File: src/rtl/los_pkg.sv
// Shared constants for the loss-of-signal monitor: register map and field
// positions that software and the register block both rely on.
package los_pkg;
    localparam int REG_AW = 8;
    localparam int REG_DW = 8;

    localparam logic [REG_AW-1:0] ADDR_BLK_EN = 8'h04;
    localparam logic [REG_AW-1:0] ADDR_SRC_EN = 8'h12;
    localparam logic [REG_AW-1:0] ADDR_STATUS = 8'h13;

    localparam int BIT_BLK_EN = 7;
    localparam int BIT_SRC_EN = 6;
    localparam int BIT_STATUS = 6;

    typedef enum logic [1:0] {
        SEL_NONE,
        SEL_BLK,
        SEL_SRC,
        SEL_STAT
    } reg_sel_e;
endpackage

File: src/rtl/los_zero_run.sv
// Counts consecutive bit periods without a mark and flags the period that
// completes a run of RUN_LEN. Assumes bit_en qualifies every bit period;
// the counter is held at zero while 'hold' (loss already declared) is high.
module los_zero_run #(
    parameter int RUN_LEN = 180
) (
    input  logic clk,
    input  logic rst_n,
    input  logic bit_en,
    input  logic mark,
    input  logic hold,
    output logic run_hit
);
    localparam int CW = (RUN_LEN > 1) ? $clog2(RUN_LEN) : 1;
    localparam logic [CW-1:0] LAST = CW'(RUN_LEN - 1);

    logic [CW-1:0] zcnt_q;
    logic          at_last;

    assign at_last = (zcnt_q == LAST);
    assign run_hit = bit_en & ~hold & ~mark & at_last;

    // Purpose: advance the zero run per markless bit, restart on mark or hit.
    always_ff @(posedge clk) begin
        if (!rst_n) begin
            zcnt_q <= '0;
        end else if (hold) begin
            zcnt_q <= '0;
        end else if (bit_en) begin
            if (mark || at_last) zcnt_q <= '0;
            else                 zcnt_q <= zcnt_q + CW'(1);
        end
    end

    assert_run_bound_R1: assert property (@(posedge clk) disable iff (!rst_n)
        zcnt_q <= LAST);
endmodule

File: src/rtl/los_mark_window.sv
// While loss is declared, splits bit periods into back-to-back windows of
// WIN_LEN and signals recovery at the last period of a window holding at
// least MARK_MIN marks. Counters are held at zero while inactive.
module los_mark_window #(
    parameter int WIN_LEN  = 180,
    parameter int MARK_MIN = 60
) (
    input  logic clk,
    input  logic rst_n,
    input  logic active,
    input  logic bit_en,
    input  logic mark,
    output logic win_ok
);
    localparam int BW = (WIN_LEN > 1) ? $clog2(WIN_LEN) : 1;
    localparam int MW = $clog2(WIN_LEN + 1);
    localparam logic [BW-1:0] LAST = BW'(WIN_LEN - 1);

    logic [BW-1:0] bcnt_q;
    logic [MW-1:0] mcnt_q;
    logic [MW:0]   total;
    logic          win_end;

    assign win_end = active & bit_en & (bcnt_q == LAST);
    assign total   = {1'b0, mcnt_q} + (MW+1)'(mark);
    assign win_ok  = win_end & (total >= (MW+1)'(MARK_MIN));

    // Purpose: count bits and marks inside the current window, restart at its end.
    always_ff @(posedge clk) begin
        if (!rst_n || !active) begin
            bcnt_q <= '0;
            mcnt_q <= '0;
        end else if (bit_en) begin
            if (win_end) begin
                bcnt_q <= '0;
                mcnt_q <= '0;
            end else begin
                bcnt_q <= bcnt_q + BW'(1);
                mcnt_q <= mcnt_q + MW'(mark);
            end
        end
    end

    assert_marks_le_bits_R3: assert property (@(posedge clk) disable iff (!rst_n)
        int'(mcnt_q) <= int'(bcnt_q));
endmodule

File: src/rtl/los_irq_regs.sv
// Register port and interrupt logic: two read/write enable registers, a
// sticky change-of-state bit cleared by reading its register, and the
// active-low request. Assumes single-cycle read and write strobes.
module los_irq_regs
    import los_pkg::*;
(
    input  logic              clk,
    input  logic              rst_n,
    input  logic              cos_evt,
    input  logic              reg_wr,
    input  logic              reg_rd,
    input  logic [REG_AW-1:0] reg_addr,
    input  logic [REG_DW-1:0] reg_wdata,
    output logic [REG_DW-1:0] reg_rdata,
    output logic              irq_n
);
    logic [REG_DW-1:0] blk_q;
    logic [REG_DW-1:0] src_q;
    logic              sticky_q;
    reg_sel_e          sel;
    logic              irq_on;

    // Purpose: decode the register address.
    always_comb begin
        unique case (reg_addr)
            ADDR_BLK_EN: sel = SEL_BLK;
            ADDR_SRC_EN: sel = SEL_SRC;
            ADDR_STATUS: sel = SEL_STAT;
            default:     sel = SEL_NONE;
        endcase
    end

    // Purpose: hold the enable registers.
    always_ff @(posedge clk) begin
        if (!rst_n) begin
            blk_q <= '0;
            src_q <= '0;
        end else if (reg_wr) begin
            if (sel == SEL_BLK) blk_q <= reg_wdata;
            if (sel == SEL_SRC) src_q <= reg_wdata;
        end
    end

    // Purpose: sticky change-of-state bit, a new event wins over a clearing read.
    always_ff @(posedge clk) begin
        if (!rst_n)                           sticky_q <= 1'b0;
        else if (cos_evt)                     sticky_q <= 1'b1;
        else if (reg_rd && sel == SEL_STAT)   sticky_q <= 1'b0;
    end

    // Purpose: return read data for the addressed register.
    always_comb begin
        reg_rdata = '0;
        if (reg_rd) begin
            case (sel)
                SEL_BLK:  reg_rdata = blk_q;
                SEL_SRC:  reg_rdata = src_q;
                SEL_STAT: reg_rdata[BIT_STATUS] = sticky_q;
                default:  reg_rdata = '0;
            endcase
        end
    end

    assign irq_on = sticky_q & blk_q[BIT_BLK_EN] & src_q[BIT_SRC_EN];
    assign irq_n  = ~irq_on;

    assert_sticky_cause_R5: assert property (@(posedge clk) disable iff (!rst_n)
        $rose(sticky_q) |-> $past(cos_evt));
    assert_irq_gated_R6: assert property (@(posedge clk) disable iff (!rst_n)
        !irq_n |-> (blk_q[BIT_BLK_EN] && src_q[BIT_SRC_EN]));
endmodule

File: src/rtl/los_monitor.sv
// Top of the loss-of-signal monitor. Holds the internal loss flag, merges
// it with the external indication, and turns each edge of the merged flag
// into a change-of-state event for the interrupt registers. Assumes all
// inputs are synchronous to clk.
module los_monitor
    import los_pkg::*;
#(
    parameter int RUN_LEN  = 180,
    parameter int WIN_LEN  = 180,
    parameter int MARK_MIN = 60
) (
    input  logic              clk,
    input  logic              rst_n,
    input  logic              bit_en,
    input  logic              rx_pos,
    input  logic              rx_neg,
    input  logic              ext_los,
    input  logic              reg_wr,
    input  logic              reg_rd,
    input  logic [REG_AW-1:0] reg_addr,
    input  logic [REG_DW-1:0] reg_wdata,
    output logic [REG_DW-1:0] reg_rdata,
    output logic              los_status,
    output logic              irq_n
);
    logic mark;
    logic run_hit;
    logic win_ok;
    logic los_int_q;
    logic los_prev_q;
    logic cos_evt;

    assign mark       = rx_pos | rx_neg;
    assign los_status = los_int_q | ext_los;
    assign cos_evt    = los_status ^ los_prev_q;

    los_zero_run #(.RUN_LEN(RUN_LEN)) u_zero_run (
        .clk     (clk),
        .rst_n   (rst_n),
        .bit_en  (bit_en),
        .mark    (mark),
        .hold    (los_int_q),
        .run_hit (run_hit)
    );

    los_mark_window #(.WIN_LEN(WIN_LEN), .MARK_MIN(MARK_MIN)) u_window (
        .clk    (clk),
        .rst_n  (rst_n),
        .active (los_int_q),
        .bit_en (bit_en),
        .mark   (mark),
        .win_ok (win_ok)
    );

    // Purpose: internal loss flag, set by a full zero run, cleared by a dense window.
    always_ff @(posedge clk) begin
        if (!rst_n)       los_int_q <= 1'b0;
        else if (run_hit) los_int_q <= 1'b1;
        else if (win_ok)  los_int_q <= 1'b0;
    end

    // Purpose: remember the merged flag to detect its edges.
    always_ff @(posedge clk) begin
        if (!rst_n) los_prev_q <= 1'b0;
        else        los_prev_q <= los_status;
    end

    los_irq_regs u_regs (
        .clk       (clk),
        .rst_n     (rst_n),
        .cos_evt   (cos_evt),
        .reg_wr    (reg_wr),
        .reg_rd    (reg_rd),
        .reg_addr  (reg_addr),
        .reg_wdata (reg_wdata),
        .reg_rdata (reg_rdata),
        .irq_n     (irq_n)
    );

    assert_declare_after_zero_R1: assert property (@(posedge clk) disable iff (!rst_n)
        $rose(los_int_q) |-> ($past(bit_en) && !$past(rx_pos) && !$past(rx_neg)));
    assert_clear_on_bit_R3: assert property (@(posedge clk) disable iff (!rst_n)
        $fell(los_int_q) |-> $past(bit_en));
    assert_ext_shows_R4: assert property (@(posedge clk) disable iff (!rst_n)
        ext_los |-> los_status);
endmodule

File: config.mk
export PLATFORM = sky130hd
export DESIGN_NAME = los_monitor
export DESIGN_NICKNAME = d
export VERILOG_FILES = /design/src/rtl/los_pkg.sv /design/src/rtl/los_zero_run.sv /design/src/rtl/los_mark_window.sv /design/src/rtl/los_irq_regs.sv /design/src/rtl/los_monitor.sv
export SDC_FILE = /design/constraint.sdc
export NUM_CORES = 1
export LEC_CHECK = 0
export CELL_PAD_IN_SITES_DETAIL_PLACEMENT = 1
export CELL_PAD_IN_SITES_GLOBAL_PLACEMENT = 1
export CORE_UTILIZATION = 40
export CTS_CLUSTER_SIZE = 30
export DETAILED_ROUTE_END_ITERATION = 10
export GPL_TIMING_DRIVEN = 0
export HOLD_SLACK_MARGIN = 0.06
export PLACE_DENSITY_LB_ADDON = 0.1
export REMOVE_ABC_BUFFERS = 1
export SLEW_MARGIN = 20
export SYNTH_ARGS = -nofsm -noshare
export SYNTH_HDL_FRONTEND = slang
export SYNTH_SLANG_ARGS = --single-unit
File: constraint.sdc
create_clock -name clk -period 8.42 [get_ports clk]
set_input_delay 2.105 -clock clk [delete_from_list [all_inputs] [get_ports clk]]
set_output_delay 2.105 -clock clk [all_outputs]
set_load 0.02 [all_outputs]
== Yosys cells after proc, flatten, opt, wreduce, memory -nomap -nowiden ==
Cells that the tools add are included.
Operators by class
  bitwise logic cells: 15
  equality and inequality tests: 8
  reduce and logical (&&, ||, !) cells: 10
  multiplexer cells: 12
  $add $sub $neg: 4
  magnitude comparators: 1
Operators with widths (count)
  $mux 8: 4
  $add 8x1->8 const B: 2
  $eq 8x5->1 const B: 2
  $eq 8x8->1 const B: 2
  $pmux 6 s2: 1
  $add 8x1->9: 1
  $ge 9x6->1 const B: 1
  $add 8x1->8: 1
  $and 1x1->1: 8
  $eq 8x3->1 const B: 1
  $pmux 2 s3: 1
  $eq 2x2->1 const B: 2
  $mux 1: 4
  $not 1->1: 4
  $reduce_and 2->1: 2
  $reduce_bool 2->1: 2
  $pmux 1 s3: 1
  $eq 2x1->1 const B: 1
  $logic_not 1->1: 2
  $logic_or 1x1->1: 2
  $or 1x1->1: 2
  $pmux 1 s2: 1
  $reduce_or 2->1: 1
  $logic_and 1x1->1: 1
  $xor 1x1->1: 1
Storage, ports and cells
  output and inout bits: 10
  input bits: 24
  flip-flop bits (word level): 43
  word-level logic and storage cells: 58

== Depth between registers and ports, before layout ==
  word-level depth: 6
  depth in mapped cells: 9
  mapped depth without buffers: 8

== By module ==
From an unflattened synthesis, not the netlist that was laid out.
Second synthesis, totals
  cells, all modules: 264
  area, all modules: 2336.0 µm²
Modules (own cells, without submodules)
  los_irq_regs: seq. area each 340.3 µm², cells an instance 107, times used 1, area each 930.9 µm²
  los_mark_window: seq. area each 320.3 µm², cells an instance 103, times used 1, area each 875.8 µm²
  los_zero_run: seq. area each 160.2 µm², cells an instance 46, times used 1, area each 442.9 µm²
  los_monitor: seq. area each 40.0 µm², cells an instance 8, times used 1, area each 86.3 µm²

== Worst setup path after synthesis ==
OpenSTA, ideal clock, no wires.
  path type: input -> output
  start: in reg_addr[7]
  end: out reg_rdata[0]
  cell stages on the path: 7
  setup slack: 2.490 ns
  data required time: 6.315 ns
  buffers on the path: 2
  data arrival time: 3.825 ns
  cells stage by stage: or4_1 nor2_1 ha_1 clkbuf_1 clkbuf_1 a22oi_1 nor2_1
Between the ends
  word-level cells in the longest chain between the ends: 5
  elaborated cells between the ends (all ways): 8
  classes of those cells: eq/ne: 5; mux: 3
Ends and longest elaborated chain
  from (decl): line los_monitor.sv:20  | input logic [REG_AW-1:0] reg_addr,
  $eq 8x5->1 or $eq 8x3->1 (tied branches): line los_irq_regs.sv:25  | unique case (reg_addr)
  $pmux 2 s3 (*): line los_irq_regs.sv:25
  $eq 2x2->1 or $eq 2x1->1 (tied branches): line los_irq_regs.sv:55  | case (sel)
  $pmux 6 s2 (*): line los_irq_regs.sv:55
  $mux 8 (*): line los_irq_regs.sv:54  | if (reg_rd) begin
  to (decl): line los_monitor.sv:22  | output logic [REG_DW-1:0] reg_rdata,
Mark *: on every way between the ends. The rest lies on a longest branch, timed or not.

== Final worst setup path ==
  start: in reg_addr[7]
  end: out reg_rdata[6]
Between the ends
  word-level cells in the longest chain between the ends: 5
  elaborated cells between the ends (all ways): 9
  classes of those cells: eq/ne: 6; mux: 3
Ends and longest elaborated chain (line)
  $eq 8x5->1 or $eq 8x3->1 (tied branches): los_irq_regs.sv:25
  $pmux 2 s3 (*): los_irq_regs.sv:25
  $eq 2x2->1 or $eq 2x1->1 (tied branches): los_irq_regs.sv:55
  $pmux 1 s3 (*): los_irq_regs.sv:55
  $mux 8 (*): los_irq_regs.sv:54
Marks and branches as above.

==> summary.md <==
| Metric | Value |
|---|---|
| Post-DR wirelength/cell | about 14 um |
| Post-Route WL | between 5 and 6 mm |
| Port bufs | 33 |
| Rel. slew slack | between 30% and 40% |
| Syn Area/Cell | 8.20 um2 |
| Post-synth top area share | between 30% and 40% |
| Via Count | approximately 2,000 |
| Pwr dens | 147 nW/um2 |
| GRT Util Overall | between 20 and 25% |
| Largest cells by area after synthesis | dfxtp_1, nand3_1, nand2_1 |
| H-tree depth | 2 |
| Largest net degree at the start of global routing | 25 |
| Worst EP arrival | between 4 and 5 ns |
| Crit path kind | input port to output port |
| CTS clk-pin slew, worst paths | about 0.080 ns |
| Hold crit path type | flop to flop |
| Die ar. | approximately 5700 um2 |
| Max-cap check violation count | 0 |
| Post-Syn Instances | about 270 |
| Status | finished, final reports clean |
| Warnings, synthesis | 0 |
| Placed cell area | roughly 2500 um2 |
| Synth top cells by count | dfxtp_1, nand2_1, nand3_1 |
| Total core area | between 5000 and 6000 um2 |
| Die Wd | 75.7 um |
| Total CTS buffers | 5 |
| Synth async-reset ratio | 0% |
| Half-perimeter wire length after placement | 3.78 mm |
| Dpl cells | between 300 and 400 |
| Number of global-route vias before repair | 1,936 |
| Design area | between 2000 and 3000 um2 |
| Post-synthesis cell type count | 44 |
| First-pass GRT wire length | between 8 and 9 mm |
| CTS tree | done |
| Final setup fails | 0 |
| Worst Skew | between 0.002 and 0.003 ns |
| Initial Utilization | 42.0% |
| Postcts setup bufs | 0 |
| Final hold violations | 0 |
| CTS sink count | 43 |
| Antenna diodes | 0 |
| Max clock buf depth | 2 |
| Peak supply drop | just over 0.00007 V |
| Worst Tran Pin Value | just over 0.9 ns |
| Setup TNS | 0 ns |
| Final worst-path setup slack | around 1.4 ns |
| Crit path max fanout | 17 |
| Routability cong. | around 0.77 |
| DR iter-0 viols | 53 |
| I/O pins | 34 |
| Synthesized area | 2170 um2 |
| Skew-Pair Late Insertion Delay | 0.29 ns |
| Lkg Pwr | ~0.82 nW |
| Drt first pass iters | 4 |
| Synth area leader | dfxtp_1 |
| Seq/Total Area, Yosys | 39.6% |
| WL met2 | approximately 2.5 mm |
| Post-CTS sizing | 0 |
| Hold Buf Count CTS | 0 |
| CTS root buf | clkbuf_8 |
| Number of synthesized register bits | 43 |
| Util after Layout | about 50% |
| Post-synth EDFFs | 0 |
| Grt total ovfl | 0 |
| Layout area overhead | 21.4% |
| Top layer in use | met4 |
| Row cnt | 26 |
| CP endpoint kind | output port |
| Via density | approximately 5.4 |
| Main flop type after synthesis | dfxtp_1 |
| CP Launch Type | input port |
| WP data required | 6.32 ns |
| WHS | approximately 0.47 ns |
| Tcrit/Tclk final | around 83% |
| DP Worst Slack | 1.42 ns |
| Most common cell in the netlist | dfxtp_1 |
| RSZ-0062 raised after global routing | false |
| M1 wire length | about 2.6 mm |
| Total chip power | approximately 0.39 mW |
| Layout cells sized above 1 | under 10% |
| Post-route ant nets | 0 |
| Die span in y | 75.7 um |
| Fmax | 143 MHz |
| Non-filler instance count after layout | ~360 |
| Final Max Slew Viols | 0 |
| DRC Markers | 0 |
| Tmin final | roughly 7 ns |
| Post-layout nets | approximately 330 |
| Initial antenna violation count | 0 |
| Met3 WL | around 120 um |
[power breakdown]
part,internal (mW),switching [mW],total [mW]
Sequential,0.206,0.00243,0.208
Combinational,0.0187,0.0180,0.0368
Clock,0.0749,0.0685,0.143
[per-layer routing]
metal | GRT usage (%) | vias up
met2 | 35.3 | 26
met1 | 25.9 | 950
met4 | 5.56 | 0
met5 | 0 | -
met3 | 3.97 | 4
li1 | - | 990
[cell usage in the layout, fill, tap and decap left out, drive strengths merged, types with 6 or more instances in the layout]
| master | count |
|---|---|
| dfxtp | 43 |
| nand2 | 37 |
| clkdlybuf4s50 | 33 |
| nand3 | 31 |
| nor2 | 30 |
| a21boi | 18 |
| nand4 | 8 |
| xnor2 | 8 |
| ha | 8 |
| clkbuf | 8 |
| a21oi | 7 |
| a22oi | 7 |
| xor2 | 6 |
[cell type report]
| type | count | area (um2) |
|---|---|---|
| sequential | 43 | 861 |
| tap | 70 | 87.6 |
| timing repair buffer | 33 | 330 |
| clock buffer | 8 | 100 |
| multi-input combinational | 205 | 1240 |
| fill | 628 | 2530 |
| inverter | 5 | 18.8 |
[path summary, 6_finish.rpt]
path / startpoint / end / slack, ns / cells past startpoint
worst max-delay path: reg_addr[7] / reg_rdata[6] / 1.44 / 7
worst min-delay path: u_regs.src_q[3] / u_regs.src_q[3] / 0.47 / 2
worst max register to register: u_window.bcnt_q[0] / u_window.mcnt_q[7] / 6.47 / 5
worst min register to register: u_regs.src_q[3] / u_regs.src_q[3] / 0.47 / 2
[flip-flops by register name (all words and copies together), names as in the netlist]
signal	flops
u_regs.sticky_q	1
u_regs.src_q	8
u_window.bcnt_q	8
los_prev_q	1
u_window.mcnt_q	8
u_regs.blk_q	8
u_zero_run.zcnt_q	8
los_int_q	1
[logic make-up after synthesis]
| group | Yosys count | synth area share (%) |
|---|---|---|
| flops | 43 | 39.6 |
| simple gates | 133 | 29.6 |
| mux | 1 | 0.461 |
| fa+ha+maj | 8 | 4.61 |
| xor+xnor | 14 | 5.64 |
| compound gates | 49 | 16.8 |
| buf+inv | 17 | 3.28 |
[worst max-delay path, stage by stage]
cell	delay, ns
clkdlybuf4s50_1	0.41
or4_1	0.53
nor2_1	0.18
ha_1	0.60
a222oi_1	0.20
nor3b_1	0.22
clkdlybuf4s50_1	0.63
(Power assumes the default switching activity.)
